`src/rtl/req_order_gate.sv`:
```
module req_order_gate #(
  parameter int SID_W = 8,
  parameter int DID_W = 8,
  parameter int PRI_W = 2,
  parameter int LEN_W = 9,
  parameter int DEPTH = 8
) (
  input  logic             clk,
  input  logic             rst,
  input  logic             in_valid,
  output logic             in_ready,
  input  logic [SID_W-1:0] in_sid,
  input  logic [DID_W-1:0] in_did,
  input  logic [PRI_W-1:0] in_pri,
  input  logic             in_posted,
  input  logic [LEN_W-1:0] in_len,
  output logic             out_valid,
  input  logic             out_ready,
  output logic [SID_W-1:0] out_sid,
  output logic [DID_W-1:0] out_did,
  output logic [PRI_W-1:0] out_pri,
  output logic             out_posted,
  output logic [LEN_W-1:0] out_len,
  output logic [$clog2(DEPTH)-1:0] out_tag,
  output logic             out_super,
  input  logic             cmp_valid,
  input  logic [$clog2(DEPTH)-1:0] cmp_tag,
  input  logic             sup_we,
  input  logic [SID_W-1:0] sup_wdata
);
  localparam int TAG_W = $clog2(DEPTH);

  logic [DEPTH-1:0] vld;
  logic [DEPTH-1:0] hit;
  logic [SID_W-1:0] sid_q [DEPTH];
  logic [DID_W-1:0] did_q [DEPTH];
  logic [PRI_W-1:0] pri_q [DEPTH];
  logic [SID_W-1:0] sup_q;
  logic [TAG_W-1:0] free_idx;
  logic             full, blocked, fire;

  always_comb begin
    free_idx = '0;
    for (int k = DEPTH - 1; k >= 0; k--)
      if (!vld[k]) free_idx = TAG_W'(k);
  end

  assign full      = &vld;
  assign blocked   = (|hit) || full;
  assign out_valid = in_valid && !blocked;
  assign in_ready  = out_ready && !blocked;
  assign fire      = in_valid && in_ready;

  assign out_sid    = in_sid;
  assign out_did    = in_did;
  assign out_pri    = in_pri;
  assign out_posted = in_posted;
  assign out_len    = in_len;
  assign out_tag    = free_idx;
  assign out_super  = (in_sid == sup_q);

  always_ff @(posedge clk) begin
    if (rst)         sup_q <= '0;
    else if (sup_we) sup_q <= sup_wdata;
  end

  for (genvar i = 0; i < DEPTH; i++) begin : g_ent
    assign hit[i] = vld[i] && (sid_q[i] == in_sid) && (did_q[i] == in_did)
                    && (pri_q[i] >= in_pri);

    always_ff @(posedge clk) begin
      if (rst) begin
        vld[i] <= 1'b0;
      end else if (fire && free_idx == TAG_W'(i)) begin
        vld[i]   <= 1'b1;
        sid_q[i] <= in_sid;
        did_q[i] <= in_did;
        pri_q[i] <= in_pri;
      end else if (cmp_valid && cmp_tag == TAG_W'(i)) begin
        vld[i] <= 1'b0;
      end
    end

    AST_NO_ID_CLASH: assert property (@(posedge clk) disable iff (rst)
      (out_valid && out_ready) |-> !(vld[i] && sid_q[i] == out_sid &&
        did_q[i] == out_did && pri_q[i] >= out_pri));
  end

  AST_FULL_STALL: assert property (@(posedge clk) disable iff (rst)
    ($countones(vld) == DEPTH) |-> !in_ready);
  AST_TAG_FREE: assert property (@(posedge clk) disable iff (rst)
    (out_valid && out_ready) |-> !vld[out_tag]);
  AST_TAG_TAKEN: assert property (@(posedge clk) disable iff (rst)
    (out_valid && out_ready) |=> vld[$past(out_tag)]);
  AST_CMP_FREES: assert property (@(posedge clk) disable iff (rst)
    (cmp_valid && vld[cmp_tag]) |=> !vld[$past(cmp_tag)]);
  AST_BOTH_SIDES: assert property (@(posedge clk) disable iff (rst)
    (in_valid && in_ready) |-> (out_valid && out_ready));
  AST_SUP_NEXT: assert property (@(posedge clk) disable iff (rst)
    (!$past(rst) && $past(sup_we) && out_valid) |-> (out_super == (out_sid == $past(sup_wdata))));
  AST_RESET_CLEAR: assert property (@(posedge clk)
    rst |=> (vld == '0 && sup_q == '0));
endmodule

```
`config.mk`:
```
export PLATFORM = sky130hd
export DESIGN_NAME = req_order_gate
export DESIGN_NICKNAME = d
export VERILOG_FILES = /design/src/rtl/req_order_gate.sv
export SDC_FILE = /design/constraint.sdc
export NUM_CORES = 1
export LEC_CHECK = 0
export ABC_AREA = 1
export CAP_MARGIN = 5
export CORE_MARGIN = 8
export CORE_UTILIZATION = 47
export DETAILED_ROUTE_END_ITERATION = 6
export HOLD_SLACK_MARGIN = 0.03
export PLACE_DENSITY = 0.65
export SYNTH_ARGS = -nofsm -noshare
export SYNTH_HDL_FRONTEND = slang
export SYNTH_SLANG_ARGS = --single-unit
```
`constraint.sdc`:
```
create_clock -name clk -period 4.29 [get_ports clk]
set_clock_uncertainty 0.2 [all_clocks]
set_input_delay 0.6435 -clock clk [delete_from_list [all_inputs] [get_ports clk]]
set_output_delay 0.6435 -clock clk [all_outputs]
set_load 0.1 [all_outputs]
```
==> impl_metrics.ini, run 1 <==
[status]
status = completed

[clock_tree]
cts_buffers = 17
cts_setup_buffers = 0
cts.sinks = 160
hold_buffers = 0
cts_buffer_depth = 2
root_buffer = clkbuf_16
clkSlewWorstSetupHoldPaths_ns = 0.06
htreeDepth = 4
cts_tree = built
cts-resized-gates = 0
clk_latency_ns = 0.43

[logic_synthesis]
yosys_warnings = 0
synth_top_area_cell = edfxtp_1
ys_ff_latch = 160
avgSynthCellArea_um2 = 9.25
synth_top_area_share_pct = 53.8
syn_inst = 868
synth.distinct_cells = 35
synth_xor_area_share_pct = 3.93
synthTopCellsByArea = edfxtp_1, nand2_1, nor2_1
synth-simple-area-share_pct = 22.8
synthMuxAreaShare_pct = 0
syn-cell-area_mm2 = 0.00803
syn_nets = 929
synth_top_family_by_area = simple AND/OR/NAND/NOR gates
synth_compound_area_share_pct = 3.40
synth_fa_ha_area_share_pct = 2.49
ys_seq_area_share_pct = 57.8

[detailed_routing]
wl_met3_um = 1370
viasPerCell = 5.02
drtAntennaViolNets = 0
dr.max_layer_used = met4
routed_wl_um = 20400
drt_iter0_drc = 602
wl_met2_um = 9260
drc = 0
vias = 5830
wl_met1_um = 9190
routedWlPerCell_um = 17.5
first_pass_iters = 5

[floorplan]
dieArea_mm2 = 0.0215
die_h_um = 147
rows = 47
core_mm2 = 0.0166
fp.dieW_um = 147
start_util_pct = 48.3
io_pins = 79

[sta]
final_max_slew_viol_count = 0
worstMarginPinSlew_ns = 0.970
fin_hold_ws_ns = 0.331
fmax_ghz = 0.258
period_minus_slack_ns = 3.87
setup_viol = 0
tns_ns = 0
finalHoldViolCount = 0
timing.final.crit_share_pct = 90.2
max-slew-margin-rel_pct = 35.2
grt_setup_unrepaired = no

[pwr]
total_leakage_power_uw = 0.00407
p_per_area_mw_per_mm2 = 394
peakVddDrop_v = 0.000310

[worst_setup_path]
critPathCaptureType = primary output
r2r-end = sid_q[1][24]$_DFFE_PP_
worstPathArrival_ns = 3.03
r2r-start = pri_q[0][0]$_DFFE_PP_
worstPathMaxFanout = 16
worstSetupStartpointType = input pin
r2r_slack_ns = 1.65
crit_type = in -> out
crit_required_ns = 3.45
ff2ff_path_depth = 14

[cells_and_area]
final_nets = 990
fillCellCount = 1485
synthToLayoutAreaGrowth_pct = 17.9
diodes = 0
fin_cells = 1162
layout_common_cells = nand2_1, edfxtp_1, nor2_1
drive_above_1_share_pct = 12.3
final_common_cell = nand2_1

[global_route]
grt_start_max_net_pins = 19
antenna_found_initial = 0
grt_overflow = 0
grtUsageTotal_pct = 19.1
grt_pass1_vias = 5517
grt_first_pass_wirelength_um = 31100

[min_path]
whs_endpoint = sup_q[3]$_SDFFE_PP0P_
holdPathStages = 2
hold_class = reg -> reg
hold_start = sup_q[3]$_SDFFE_PP0P_

[place]
place.gp.congestion = 0.850
dpl.hpwl_um = 14500
placed_cells_incl_taps = 1130
io_buffers = 58

[flow_run]
max-cap-violations = 0
==> synthesized netlist by cell type (all sizes together) <==
| master | count |
|---|---|
| o211ai | 1 |
| nor4 | 1 |
| ha | 16 |
| o22ai | 2 |
| nand4 | 8 |
| buf | 44 |
| xor2 | 16 |
| edfxtp | 144 |
| o311ai | 1 |
| dfxtp | 16 |
| or2 | 11 |
| nor2 | 117 |
| nor3 | 3 |
| nand2 | 262 |
| o21ai | 45 |
| nand3 | 33 |
| inv | 122 |
| a31oi | 1 |
| clkbuf | 1 |
| a21oi | 1 |
| nand3b | 2 |
| a21o | 1 |
| xnor2 | 20 |
==> flip-flops by register name (all words and copies together) (netlist names) <==
name	cells
sid_q	64
pri_q	16
sup_q	8
did_q	64
vld	8
==> worst max-delay path: stages <==
cell and delay (ns):
clkdlybuf4s50_1 0.87, ha_1 0.34, o21ai_0 0.16, nand2_1 0.06
nand2_1 0.06, nor2_1 0.05, nand3_1 0.09, nand2_2 0.07
nor2_4 0.12, nand3_4 0.12, nor2_8 0.22, buf_12 0.21
==> cell families (layout without fill, tap and decap cells) <==
| logic type | after synthesis | count (layout) |
|---|---|---|
| AND/OR/NAND/NOR | 437 | 437 |
| flip-flops | 160 | 160 |
| AO/OA/AOI/OAI | 52 | 52 |
| XOR/XNOR | 36 | 36 |
| adder cells (fa/ha/maj) | 16 | 16 |
| buffers and inverters | 167 | 241 |
==> report_power, final <==
group / internal [uW] / switching (uW) / leakage (uW)
Clock: 1050 / 605 / 0.000335
Sequential: 1710 / 9.26 / 0.00143
Combinational: 110 / 246 / 0.00231
==> per-stage QoR <==
| stage | area, um2 | setup slack [ns] | utilization, % | total power [uW] |
|---|---|---|---|---|
| floorplan | 8040 | 0.517 | - | 2020 |
| global placement | 8800 | 0.385 | 52.9 | 2110 |
| detailed placement | 8800 | 0.373 | 52.9 | 2110 |
| CTS | 9470 | 0.336 | 56.9 | 3750 |
| global route | 9470 | 0.168 | 56.9 | 3830 |
| finish | 9470 | 0.419 | 56.9 | 3730 |
==> how the worst max path moves through the flow <==
| stage | start | to | slack [ns] | cells after the start |
|---|---|---|---|---|
| after detailed placement | in_pri[0] | out_valid | 0.37 | 12 |
| after global placement | in_pri[0] | out_valid | 0.39 | 12 |
| after CTS | in_pri[0] | out_valid | 0.34 | 12 |
| final | in_pri[0] | out_valid | 0.42 | 12 |
| after floorplan | in_pri[1] | in_ready | 0.52 | 11 |
| after global routing | in_pri[0] | out_valid | 0.17 | 12 |
==> layer usage <==
metal	vias up	GRT usage, %
li1	2858	-
met1	2710	25.8
met2	226	29.9
met3	36	3.47
met4	0	7.62
met5	-	0
==> area by class of cell <==
type | count | area (um2) | area share (%)
sequential | 160 | 4640 | 49.1
multi-input combinational | 541 | 2620 | 27.7
timing repair buffer | 87 | 796 | 8.40
clock buffer | 28 | 623 | 6.58
inverter | 122 | 458 | 4.84
tap | 220 | 275 | 2.91
clock inverter | 4 | 47.5 | 0.502
(Power assumes the default switching activity.)
==> run 2, diff against run 1 <==
--- a/config.mk
+++ b/config.mk
@@ -12,6 +12,7 @@
 export DETAILED_ROUTE_END_ITERATION = 6
 export HOLD_SLACK_MARGIN = 0.03
 export PLACE_DENSITY = 0.65
+export REMOVE_ABC_BUFFERS = 1
 export SYNTH_ARGS = -nofsm -noshare
 export SYNTH_HDL_FRONTEND = slang
 export SYNTH_SLANG_ARGS = --single-unit
==> run 2 against run 1 <==
Routed wire length decreased by 1.9%. Utilization decreased by 0.81 points. Power decreased by 5.9%. Design area decreased by 1.4%. Register-to-register slack about the same. Worst hold slack got worse by 0.0091 ns. Critical path type unchanged. Largest cell class unchanged.
==> impl_metrics.ini, run 2 (synthesis results as in run 1) <==
[sta]
timing.final.crit_share_pct = 92.8
grt_setup_unrepaired = no
setup_slack_ns = 0.308
setup_viol = 0
fmax_ghz = 0.251
final_max_slew_viol_count = 0
period_minus_slack_ns = 3.98
max-slew-margin-rel_pct = 34.7
worstMarginPinSlew_ns = 0.977
finalHoldViolCount = 0
fin_hold_ws_ns = 0.322

[global_route]
grt_pass1_vias = 5796
grt_first_pass_wirelength_um = 31600
grtUsageTotal_pct = 19.0
antenna_found_initial = 0
grt_overflow = 0
grt_start_max_net_pins = 19

[cells_and_area]
layout_common_cells = nand2_1, edfxtp_1, nor2_1
finish.utilization_pct = 56.1
multi_input_area_mm2 = 0.00262
regArea_mm2 = 0.00464
drive_above_1_share_pct = 11.7
top_regs = did_q x64, sid_q x64, pri_q x16
synthToLayoutAreaGrowth_pct = 16.2
final_common_cell = nand2_1
final_nets = 990
fillCellCount = 1456
diodes = 0

[worst_setup_path]
worstPathArrival_ns = 3.14
crit_end = in_ready
slowest_delay_ns = 0.97
crit_buf_inv = 3
cp_top_family = buffers and inverters
crit_required_ns = 3.45
r2r-start = pri_q[1][2]$_DFFE_PP_
slowest_stage = clkdlybuf4s50_1
r2r-end = sid_q[1][24]$_DFFE_PP_
crit_type = in -> out
worstPathMaxFanout = 16
ff2ff_path_depth = 14
worst-path-stages = 13
cp-startpoint = in_sid[2]
worstSetupStartpointType = input pin
cp_cell_sequence = clkdlybuf4s50_1, inv_2, nand2_1, o21ai_1, nor2_1, nand2_1, nor2_1, nand3_1, nand2_1, nor2_4, nand3_4, nor2_1, buf_12
critPathCaptureType = primary output
r2r_slack_ns = 1.65

[min_path]
hold_class = reg -> reg

[clock_tree]
cts_buffers = 17
clkSlewWorstSetupHoldPaths_ns = 0.06
cts.sinks = 160
htreeDepth = 4
root_buffer = clkbuf_16
cts_tree = built
clk_latency_ns = 0.43
cts_setup_buffers = 0
cts_buffer_depth = 2
hold_buffers = 0
cts-resized-gates = 0

[detailed_routing]
vias = 5808
viasPerCell = 5.00
first_pass_iters = 5
drt_iter0_drc = 511
drtAntennaViolNets = 0
routedWlPerCell_um = 17.2
drc = 0
routed_wl_um = 20000

[floorplan]
io_pins = 79
die_h_um = 147
dieArea_mm2 = 0.0215
rows = 47
fp.dieW_um = 147
start_util_pct = 48.3
core_mm2 = 0.0166

[status]
status = completed

[pwr]
peakVddDrop_v = 0.000246
total_leakage_power_uw = 0.00400
p_per_area_mw_per_mm2 = 376

[place]
io_buffers = 58
place.gp.congestion = 0.890
dpl.hpwl_um = 14400
pre_cts_slack_ns = 0.335

[flow_run]
max-cap-violations = 0
## run 2: cell types whose count changed in the layout (fill, tap and decap cells not counted), sizes merged
cell and delta:
clkinv +7, clkinvlp +3, clkbuf -9, inv -2, bufinv +1
## run 2: metal layers
metal | track usage, % | wire (um) | vias to the layer above
met4 | 7.32 | 538 | 0
met2 | 31.3 | 9710 | 200
li1 | - | - | 2872
met1 | 23.9 | 8790 | 2693
met5 | 0 | 0 | -
met3 | 4.30 | 946 | 43
## run 2: layout make-up
class / count / area share, %
clock inverters: 13 / 1.30
clock buffers: 19 / 4.64
well taps: 220 / 2.95
flip-flops and latches: 160 / 49.8
multi-input cells: 541 / 28.0
repair buffers: 87 / 8.39
inverters: 122 / 4.91
## run 2: worst min-delay path by stage
stage	end	cells past startpoint	startpoint	slack (ns)
2_1_floorplan	sup_q[0]$_SDFFE_PP0P_	2	sup_q[0]$_SDFFE_PP0P_	0.28
3_3_place_gp	sup_q[1]$_SDFFE_PP0P_	2	sup_q[1]$_SDFFE_PP0P_	0.29
3_5_place_dp	sup_q[3]$_SDFFE_PP0P_	2	sup_q[3]$_SDFFE_PP0P_	0.31
4_1_cts	sup_q[3]$_SDFFE_PP0P_	2	sup_q[3]$_SDFFE_PP0P_	0.32
5_1_grt	sup_q[3]$_SDFFE_PP0P_	2	sup_q[3]$_SDFFE_PP0P_	0.35
6_report	sup_q[3]$_SDFFE_PP0P_	2	sup_q[3]$_SDFFE_PP0P_	0.32
## run 2: metrics by stage
stage	cell area, um2	total power, uW	std cells	TNS, ns
after detailed placement	8780	2110	1130	0
after CTS	9330	3530	1162	0
after global routing	9330	3620	1162	0
after global placement	8780	2110	1130	0
after floorplan	7720	1880	823	-0.391
final	9330	3510	1162	0
## run 2: tightest hold or removal path, cell delays in order, from the launching register on
cell	delay, ns
dfxtp_1	0.34
o21ai_0	0.08
nor2_1	0.07
## run 2: report_power, final
part / internal [uW] / switching, uW / leakage, uW / total (uW)
Sequential: 1710 / 8.58 / 0.00143 / 1720
Combinational: 110 / 248 / 0.00230 / 357
Clock: 844 / 591 / 0.000263 / 1440
Total: 2670 / 847 / 0.00400 / 3510
